**src/rtl/xl_pkg.sv**
```systemverilog
package xl_pkg;
    localparam logic [7:0] OFF_TBL_BASE  = 8'h18;
    localparam logic [7:0] OFF_TBL_LIMIT = 8'h20;
    localparam logic [7:0] OFF_TBL_INVAL = 8'h28;

    typedef enum logic [1:0] {
        ST_IDLE  = 2'd0,
        ST_FETCH = 2'd1,
        ST_WAIT  = 2'd2,
        ST_RESP  = 2'd3
    } walk_st_e;
endpackage

```
**src/rtl/xl_cfg_regs.sv**
```systemverilog
module xl_cfg_regs #(
    parameter int unsigned AW  = 32,
    parameter int unsigned CAW = 8
) (
    input  logic           clk,
    input  logic           rst_n,
    input  logic           wr_en,
    input  logic [CAW-1:0] wr_off,
    input  logic [AW-1:0]  wr_data,
    output logic [AW-1:0]  tbl_base,
    output logic [AW-1:0]  tbl_limit
);
    import xl_pkg::*;

    typedef struct packed {
        logic [AW-1:0] base;
        logic [AW-1:0] limit;
    } cfg_t;

    cfg_t cfg_d, cfg_q;

    always_comb begin
        cfg_d = cfg_q;
        if (wr_en) begin
            // the invalidate offset and all unknown offsets fall through untouched
            if (wr_off == CAW'(OFF_TBL_BASE))  cfg_d.base  = wr_data;
            if (wr_off == CAW'(OFF_TBL_LIMIT)) cfg_d.limit = wr_data;
        end
    end

    always_ff @(posedge clk or negedge rst_n) begin
        if (!rst_n) cfg_q <= '0;
        else        cfg_q <= cfg_d;
    end

    assign tbl_base  = cfg_q.base;
    assign tbl_limit = cfg_q.limit;


    other_off_no_effect_chk: assert property (@(posedge clk) disable iff (!rst_n)
        (wr_en && wr_off != CAW'(OFF_TBL_BASE) && wr_off != CAW'(OFF_TBL_LIMIT))
        |=> ($stable(tbl_base) && $stable(tbl_limit)));
endmodule

```
**src/rtl/xl_index_calc.sv**
```systemverilog
module xl_index_calc #(
    parameter int unsigned AW      = 32,
    parameter int unsigned PB      = 12,
    parameter int unsigned ENTRY_W = 64
) (
    input  logic [AW-1:0] addr,
    input  logic [AW-1:0] tbl_base,
    input  logic [AW-1:0] tbl_limit,
    output logic          in_range,
    output logic [AW-1:0] entry_addr
);
    localparam int unsigned ESH = $clog2(ENTRY_W / 8);
    localparam logic [AW-1:0] BASE_KEEP = {1'b0, {(AW-1){1'b1}}};

    logic [AW-1:0] page_idx;
    logic [AW-1:0] num_entries;

    always_comb begin
        page_idx    = addr >> PB;
        num_entries = tbl_limit >> ESH;
        in_range    = page_idx < num_entries;
        entry_addr  = (tbl_base & BASE_KEEP) + (page_idx << ESH);
    end
endmodule

```
**src/rtl/xl_walker.sv**
```systemverilog
module xl_walker #(
    parameter int unsigned AW = 32,
    parameter int unsigned PB = 12
) (
    input  logic          clk,
    input  logic          rst_n,
    input  logic          req_valid,
    output logic          req_ready,
    input  logic [AW-1:0] req_addr,
    input  logic          in_range,
    input  logic [AW-1:0] entry_addr,
    output logic          rsp_valid,
    output logic [AW-1:0] rsp_iova,
    output logic [AW-1:0] rsp_paddr,
    output logic [1:0]    rsp_perm,
    output logic          mem_req_valid,
    input  logic          mem_req_ready,
    output logic [AW-1:0] mem_req_addr,
    input  logic          mem_rsp_valid,
    input  logic [AW-PB-1:0] mem_frame,
    input  logic          mem_rsp_err
);
    import xl_pkg::*;

    typedef struct packed {
        walk_st_e      st;
        logic [AW-1:0] iova;
        logic [AW-1:0] eaddr;
        logic [AW-1:0] paddr;
        logic [PB-1:0] off;
        logic [1:0]    perm;
    } walk_t;

    walk_t w_d, w_q;

    always_comb begin
        w_d = w_q;
        unique case (w_q.st)
            ST_IDLE: begin
                if (req_valid) begin
                    w_d.iova  = {req_addr[AW-1:PB], {PB{1'b0}}};
                    w_d.off   = req_addr[PB-1:0];
                    w_d.eaddr = entry_addr;
                    w_d.paddr = '0;
                    w_d.perm  = 2'b00;
                    w_d.st    = in_range ? ST_FETCH : ST_RESP;
                end
            end
            ST_FETCH: if (mem_req_ready) w_d.st = ST_WAIT;
            ST_WAIT: begin
                if (mem_rsp_valid) begin
                    if (mem_rsp_err) begin
                        w_d.paddr = '0;
                        w_d.perm  = 2'b00;
                    end else begin
                        w_d.paddr = {mem_frame, w_q.off};
                        w_d.perm  = 2'b11;
                    end
                    w_d.st = ST_RESP;
                end
            end
            default: w_d.st = ST_IDLE;
        endcase
    end

    always_ff @(posedge clk or negedge rst_n) begin
        if (!rst_n) w_q <= '{st: ST_IDLE, default: '0};
        else        w_q <= w_d;
    end

    assign req_ready     = (w_q.st == ST_IDLE);
    assign mem_req_valid = (w_q.st == ST_FETCH);
    assign mem_req_addr  = w_q.eaddr;
    assign rsp_valid     = (w_q.st == ST_RESP);
    assign rsp_iova      = w_q.iova;
    assign rsp_paddr     = w_q.paddr;
    assign rsp_perm      = w_q.perm;


    busy_after_accept_chk: assert property (@(posedge clk) disable iff (!rst_n)
        (req_valid && req_ready) |=> !req_ready);

    mem_req_hold_chk: assert property (@(posedge clk) disable iff (!rst_n)
        (mem_req_valid && !mem_req_ready) |=> (mem_req_valid && $stable(mem_req_addr)));

    rsp_single_pulse_chk: assert property (@(posedge clk) disable iff (!rst_n)
        rsp_valid |=> !rsp_valid);

    fault_zero_addr_chk: assert property (@(posedge clk) disable iff (!rst_n)
        (rsp_valid && rsp_perm == 2'b00) |-> (rsp_paddr == '0));

    perm_both_or_none_chk: assert property (@(posedge clk) disable iff (!rst_n)
        rsp_valid |-> (rsp_perm == 2'b00 || rsp_perm == 2'b11));

    err_gives_fault_chk: assert property (@(posedge clk) disable iff (!rst_n)
        (mem_rsp_valid && mem_rsp_err && !mem_req_valid && !req_ready && !rsp_valid)
        |=> (rsp_valid && rsp_perm == 2'b00));
endmodule

```
**src/rtl/pt_xlate.sv**
```systemverilog
module pt_xlate #(
    parameter int unsigned AW      = 32,
    parameter int unsigned PB      = 12,
    parameter int unsigned ENTRY_W = 64,
    parameter int unsigned CAW     = 8
) (
    input  logic               clk,
    input  logic               rst_n,
    input  logic               cfg_wr_en,
    input  logic [CAW-1:0]     cfg_wr_off,
    input  logic [AW-1:0]      cfg_wr_data,
    input  logic               req_valid,
    output logic               req_ready,
    input  logic [AW-1:0]      req_addr,
    output logic               rsp_valid,
    output logic [AW-1:0]      rsp_iova,
    output logic [AW-1:0]      rsp_paddr,
    output logic [PB-1:0]      rsp_mask,
    output logic [1:0]         rsp_perm,
    output logic               mem_req_valid,
    input  logic               mem_req_ready,
    output logic [AW-1:0]      mem_req_addr,
    input  logic               mem_rsp_valid,
    input  logic [ENTRY_W-1:0] mem_rsp_data,
    input  logic               mem_rsp_err
);
    logic [AW-1:0] tbl_base, tbl_limit, entry_addr;
    logic          in_range;
    logic          unused_entry_bits;

    // owner word and frame low bits are not used by the translation
    assign unused_entry_bits = ^{mem_rsp_data[ENTRY_W-1:AW], mem_rsp_data[PB-1:0]};
    assign rsp_mask = {PB{1'b1}};

    xl_cfg_regs #(.AW(AW), .CAW(CAW)) u_regs (
        .clk(clk), .rst_n(rst_n), .wr_en(cfg_wr_en), .wr_off(cfg_wr_off),
        .wr_data(cfg_wr_data), .tbl_base(tbl_base), .tbl_limit(tbl_limit)
    );

    xl_index_calc #(.AW(AW), .PB(PB), .ENTRY_W(ENTRY_W)) u_idx (
        .addr(req_addr), .tbl_base(tbl_base), .tbl_limit(tbl_limit),
        .in_range(in_range), .entry_addr(entry_addr)
    );

    xl_walker #(.AW(AW), .PB(PB)) u_walk (
        .clk(clk), .rst_n(rst_n),
        .req_valid(req_valid), .req_ready(req_ready), .req_addr(req_addr),
        .in_range(in_range), .entry_addr(entry_addr),
        .rsp_valid(rsp_valid), .rsp_iova(rsp_iova), .rsp_paddr(rsp_paddr),
        .rsp_perm(rsp_perm),
        .mem_req_valid(mem_req_valid), .mem_req_ready(mem_req_ready),
        .mem_req_addr(mem_req_addr), .mem_rsp_valid(mem_rsp_valid),
        .mem_frame(mem_rsp_data[AW-1:PB]), .mem_rsp_err(mem_rsp_err)
    );


    iova_aligned_chk: assert property (@(posedge clk) disable iff (!rst_n)
        rsp_valid |-> (rsp_iova[PB-1:0] == '0));
endmodule

```
**config.mk**
```make
export PLATFORM = sky130hd
export DESIGN_NAME = pt_xlate
export DESIGN_NICKNAME = d
export VERILOG_FILES = /design/src/rtl/xl_pkg.sv /design/src/rtl/xl_cfg_regs.sv /design/src/rtl/xl_index_calc.sv /design/src/rtl/xl_walker.sv /design/src/rtl/pt_xlate.sv
export SDC_FILE = /design/constraint.sdc
export NUM_CORES = 1
export LEC_CHECK = 0
export BUFFER_PORTS_ARGS = -buffer_cell sky130_fd_sc_hd__buf_2
export CORE_ASPECT_RATIO = 1.4
export CORE_MARGIN = 3
export CORE_UTILIZATION = 24
export CTS_BUF_LIST = sky130_fd_sc_hd__clkbuf_8 sky130_fd_sc_hd__clkbuf_16
export DETAILED_ROUTE_END_ITERATION = 8
export PLACE_DENSITY_LB_ADDON = 0.25
export SETUP_SLACK_MARGIN = 0.5
export SYNTH_ARGS = -nofsm -noshare
export SYNTH_HDL_FRONTEND = slang
export SYNTH_SLANG_ARGS = --single-unit
```
**constraint.sdc**
```tcl
create_clock -name clk -period 5.6 [get_ports clk]
set_input_delay 0.28 -clock clk [delete_from_list [all_inputs] [get_ports clk]]
set_output_delay 0.28 -clock clk [all_outputs]
set_load 0.02 [all_outputs]
```
==> impl_metrics.yaml <==
cells_and_area:
  final_net_count: 1115
  nFillCells: 3744
  fin_util_pct: 28.1
  drive_gt1_share_pct: 31.5
  mostFrequentLayoutCell: "buf_2"
  layout_common_cells: "186 x buf_2, 159 x dfrtp_1, 152 x nand2_1"
  area_delta_synth_final_pct: 15.4
critical_path:
  worst-path-max-fanout: 5
  crit_family: "compound AO/OA/AOI/OAI gates"
  critPathMaxStageDelay_ps: 450
  crit_arrival_ps: 3050
  reg2reg_setup_slack_ps: 2840
  crit_cells: 9
  critPathLaunchType: "register"
  path_buf_inv: 0
  crit_type: "register to register"
  critPathCapture: "u_walk.mem_req_addr[25]"
  worst_r2r_startpoint: "u_regs.tbl_base[3]"
  r2r_cells: 9
  cp_slowest_cell: "fa_1"
  crit_required_ps: 5890
  crit_chain: "ha_1, fa_1, a211oi_2, o21bai_2, a221o_1, a211oi_2, o22ai_1, o21ai_0, o21ai_0"
  reg2reg_to: "u_walk.mem_req_addr[25]"
  endpoint_kind: "register"
  cp-startpoint: "u_regs.tbl_base[3]"
global_routing:
  track_usage_pct: 12.0
  grt_overflow_total: 0
  antenna_found_initial: 1
  grt_pass1_wl_mm: 34.2
  grt_pass1_vias: 5971
  grt_max_degree: 89
synthesis:
  synth_cell_types: 56
  synth-warning-count: 0
  netlist_instances: 830
  synth_edf_count: 0
  postSynthAreaPerCell_um2: 10.3
  syn_area_um2: 8540
  synthTopCellsByArea: "dfrtp_1 47%, buf_4 9.7%, mux2_2 7.7%"
  synth_top_area_share_pct: 46.6
  synthArstFlopShare_pct: 100
  synth_seq_cells: 159
  synth_area_leader_cell: "dfrtp_1"
  ys.flop_type: "dfrtp_1"
  seq_area_frac_synth_pct: 46.6
timing:
  finalHoldViolations: 0
  min_period_ps: 2760
  holdWs_ps: 33.5
  tightest_slew_ps: 1000
  final_max_slew_viol_count: 0
  report.final.setup_viol: 0
  clock.fmax_mhz: 362
  fin_crit_sh_pct: 49.4
  tns_ps: 0
  rsz0062_at_grt: "no"
  clock_skew_ps: 9.93
  slew_headroom_pct: 33.3
floorplan:
  dieWidth_um: 165
  row_count: 81
  initial_core_util_pct: 24.3
  die-area_um2: 37900
  ios: 256
  fp.coreArea_um2: 35100
  die_h_um: 229
route:
  drtPass1Iterations: 4
  totalWireLength_mm: 22.5
  vias: 5943
  route.detailed.drc: 0
  vias_per_cell: 4.25
  ant_nets: 0
  drt_iter0_drc: 360
  wire_per_inst_um: 16.1
min_path:
  hold_class: "input port to register"
  whs_path_depth: 3
clock_network:
  root_buffer: "clkbuf_16"
  cts_tree: "built"
  cts_hold_buffers: 7
  cts_made_buffers: 17
  clk_latency_ps: 450
  h-tree-depth: 4
  post_cts_resized: 0
  post_cts.repair.setup_buffers: 0
  cts_buffer_depth: 2
  cts_sinks: 159
  clk_pin_slew_ps: 70
place:
  gp_congestion: 0.732
  port_buffers: 187
  dpl.hpwl_mm: 16.4
flow_run:
  maxCapViolCount: 0
power_and_ir_drop:
  power_mw: 4.10
  leakagePower_nw: 5.15
  ir_worst_vdd_mv: 0.164
  power_density_nw_per_um2: 416
run_status:
  outcome: "finished, final reports clean"
## where the power goes
part	switching, mW	internal [mW]
Sequential	0.153	1.44
Combinational	0.911	0.448
Clock	0.526	0.616
## worst min-delay path, cell delays in order
cell     delay [ps]
buf_2            80
nand2_1          40
nand2_1          40
## area by class of cell
class / instances / area (um^2) / share of cell area [%]
timing repair buffer: 200 / 1060 / 10.7
antenna: 1 / 2.50 / 0.0254
sequential: 159 / 3980 / 40.4
multi-input combinational: 522 / 3580 / 36.4
clock inverter: 15 / 135 / 1.37
tap: 456 / 571 / 5.79
inverter: 27 / 101 / 1.03
clock buffer: 17 / 425 / 4.32
## metrics by stage
stage,setup WS [ps],area (um^2),std cells
global placement,2760,9220,1357
CTS,2780,9850,1396
detailed placement,2720,9220,1357
floorplan,3190,8620,852
global route,2600,9850,1397
finish,2840,9850,1397
## state kept, by name (all words and copies together) (netlist names)
name                 count
u_regs.tbl_base         31
u_walk.rsp_iova         20
u_walk.rsp_perm          1
u_walk.rsp_paddr        32
u_walk.mem_req_addr     32
u_walk.w_q              14
u_regs.tbl_limit        29
## layer usage
| metal | wire [um] | part of all wire [%] | GRT usage (%) |
|---|---|---|---|
| met5 | 0 | 0 | 0 |
| met4 | 375 | 1.7 | 4.06 |
| met3 | 1260 | 5.6 | 3.38 |
| met2 | 11600 | 52 | 21.1 |
| met1 | 9240 | 41 | 13.8 |
## cell usage after synthesis (9+ instances only)
| master | instances |
|---|---|
| ha_1 | 44 |
| nand4_1 | 9 |
| buf_4 | 110 |
| clkbuf_1 | 23 |
| inv_1 | 27 |
| a21o_1 | 28 |
| nor2_1 | 12 |
| mux2_2 | 58 |
| dfrtp_1 | 159 |
| xor2_1 | 11 |
| xnor2_1 | 9 |
| nand2_1 | 153 |
| a21oi_1 | 25 |
| o21ai_0 | 37 |
| a22o_1 | 32 |
## cells by family (layout without fill, tap and decap cells)
family          count (synthesis)  in the layout  share of synthesized area [%]
compound gates                157            157                           12.8
xor+xnor                       20             20                           2.05
fa+ha+maj                      45             45                           6.68
buf+inv                       171            259                           12.7
flops                         159            159                           46.6
mux                            62             62                           8.18
other cells                     2             25                         0.0880
simple gates                  214            214                           11.0
## worst min-delay path by stage
stage | start | to | slack (ps)
finish | req_addr[9] | u_walk.w_q[11] | 30
global route | req_addr[8] | u_walk.w_q[10] | 10
CTS | req_addr[4] | u_walk.w_q[6] | 2
detailed placement | rst_n | u_regs.tbl_base[6] | 280
global placement | rst_n | u_regs.tbl_base[6] | 280
floorplan | rst_n | u_regs.tbl_base[0] | -20
Power figures use the tool's default switching activity.
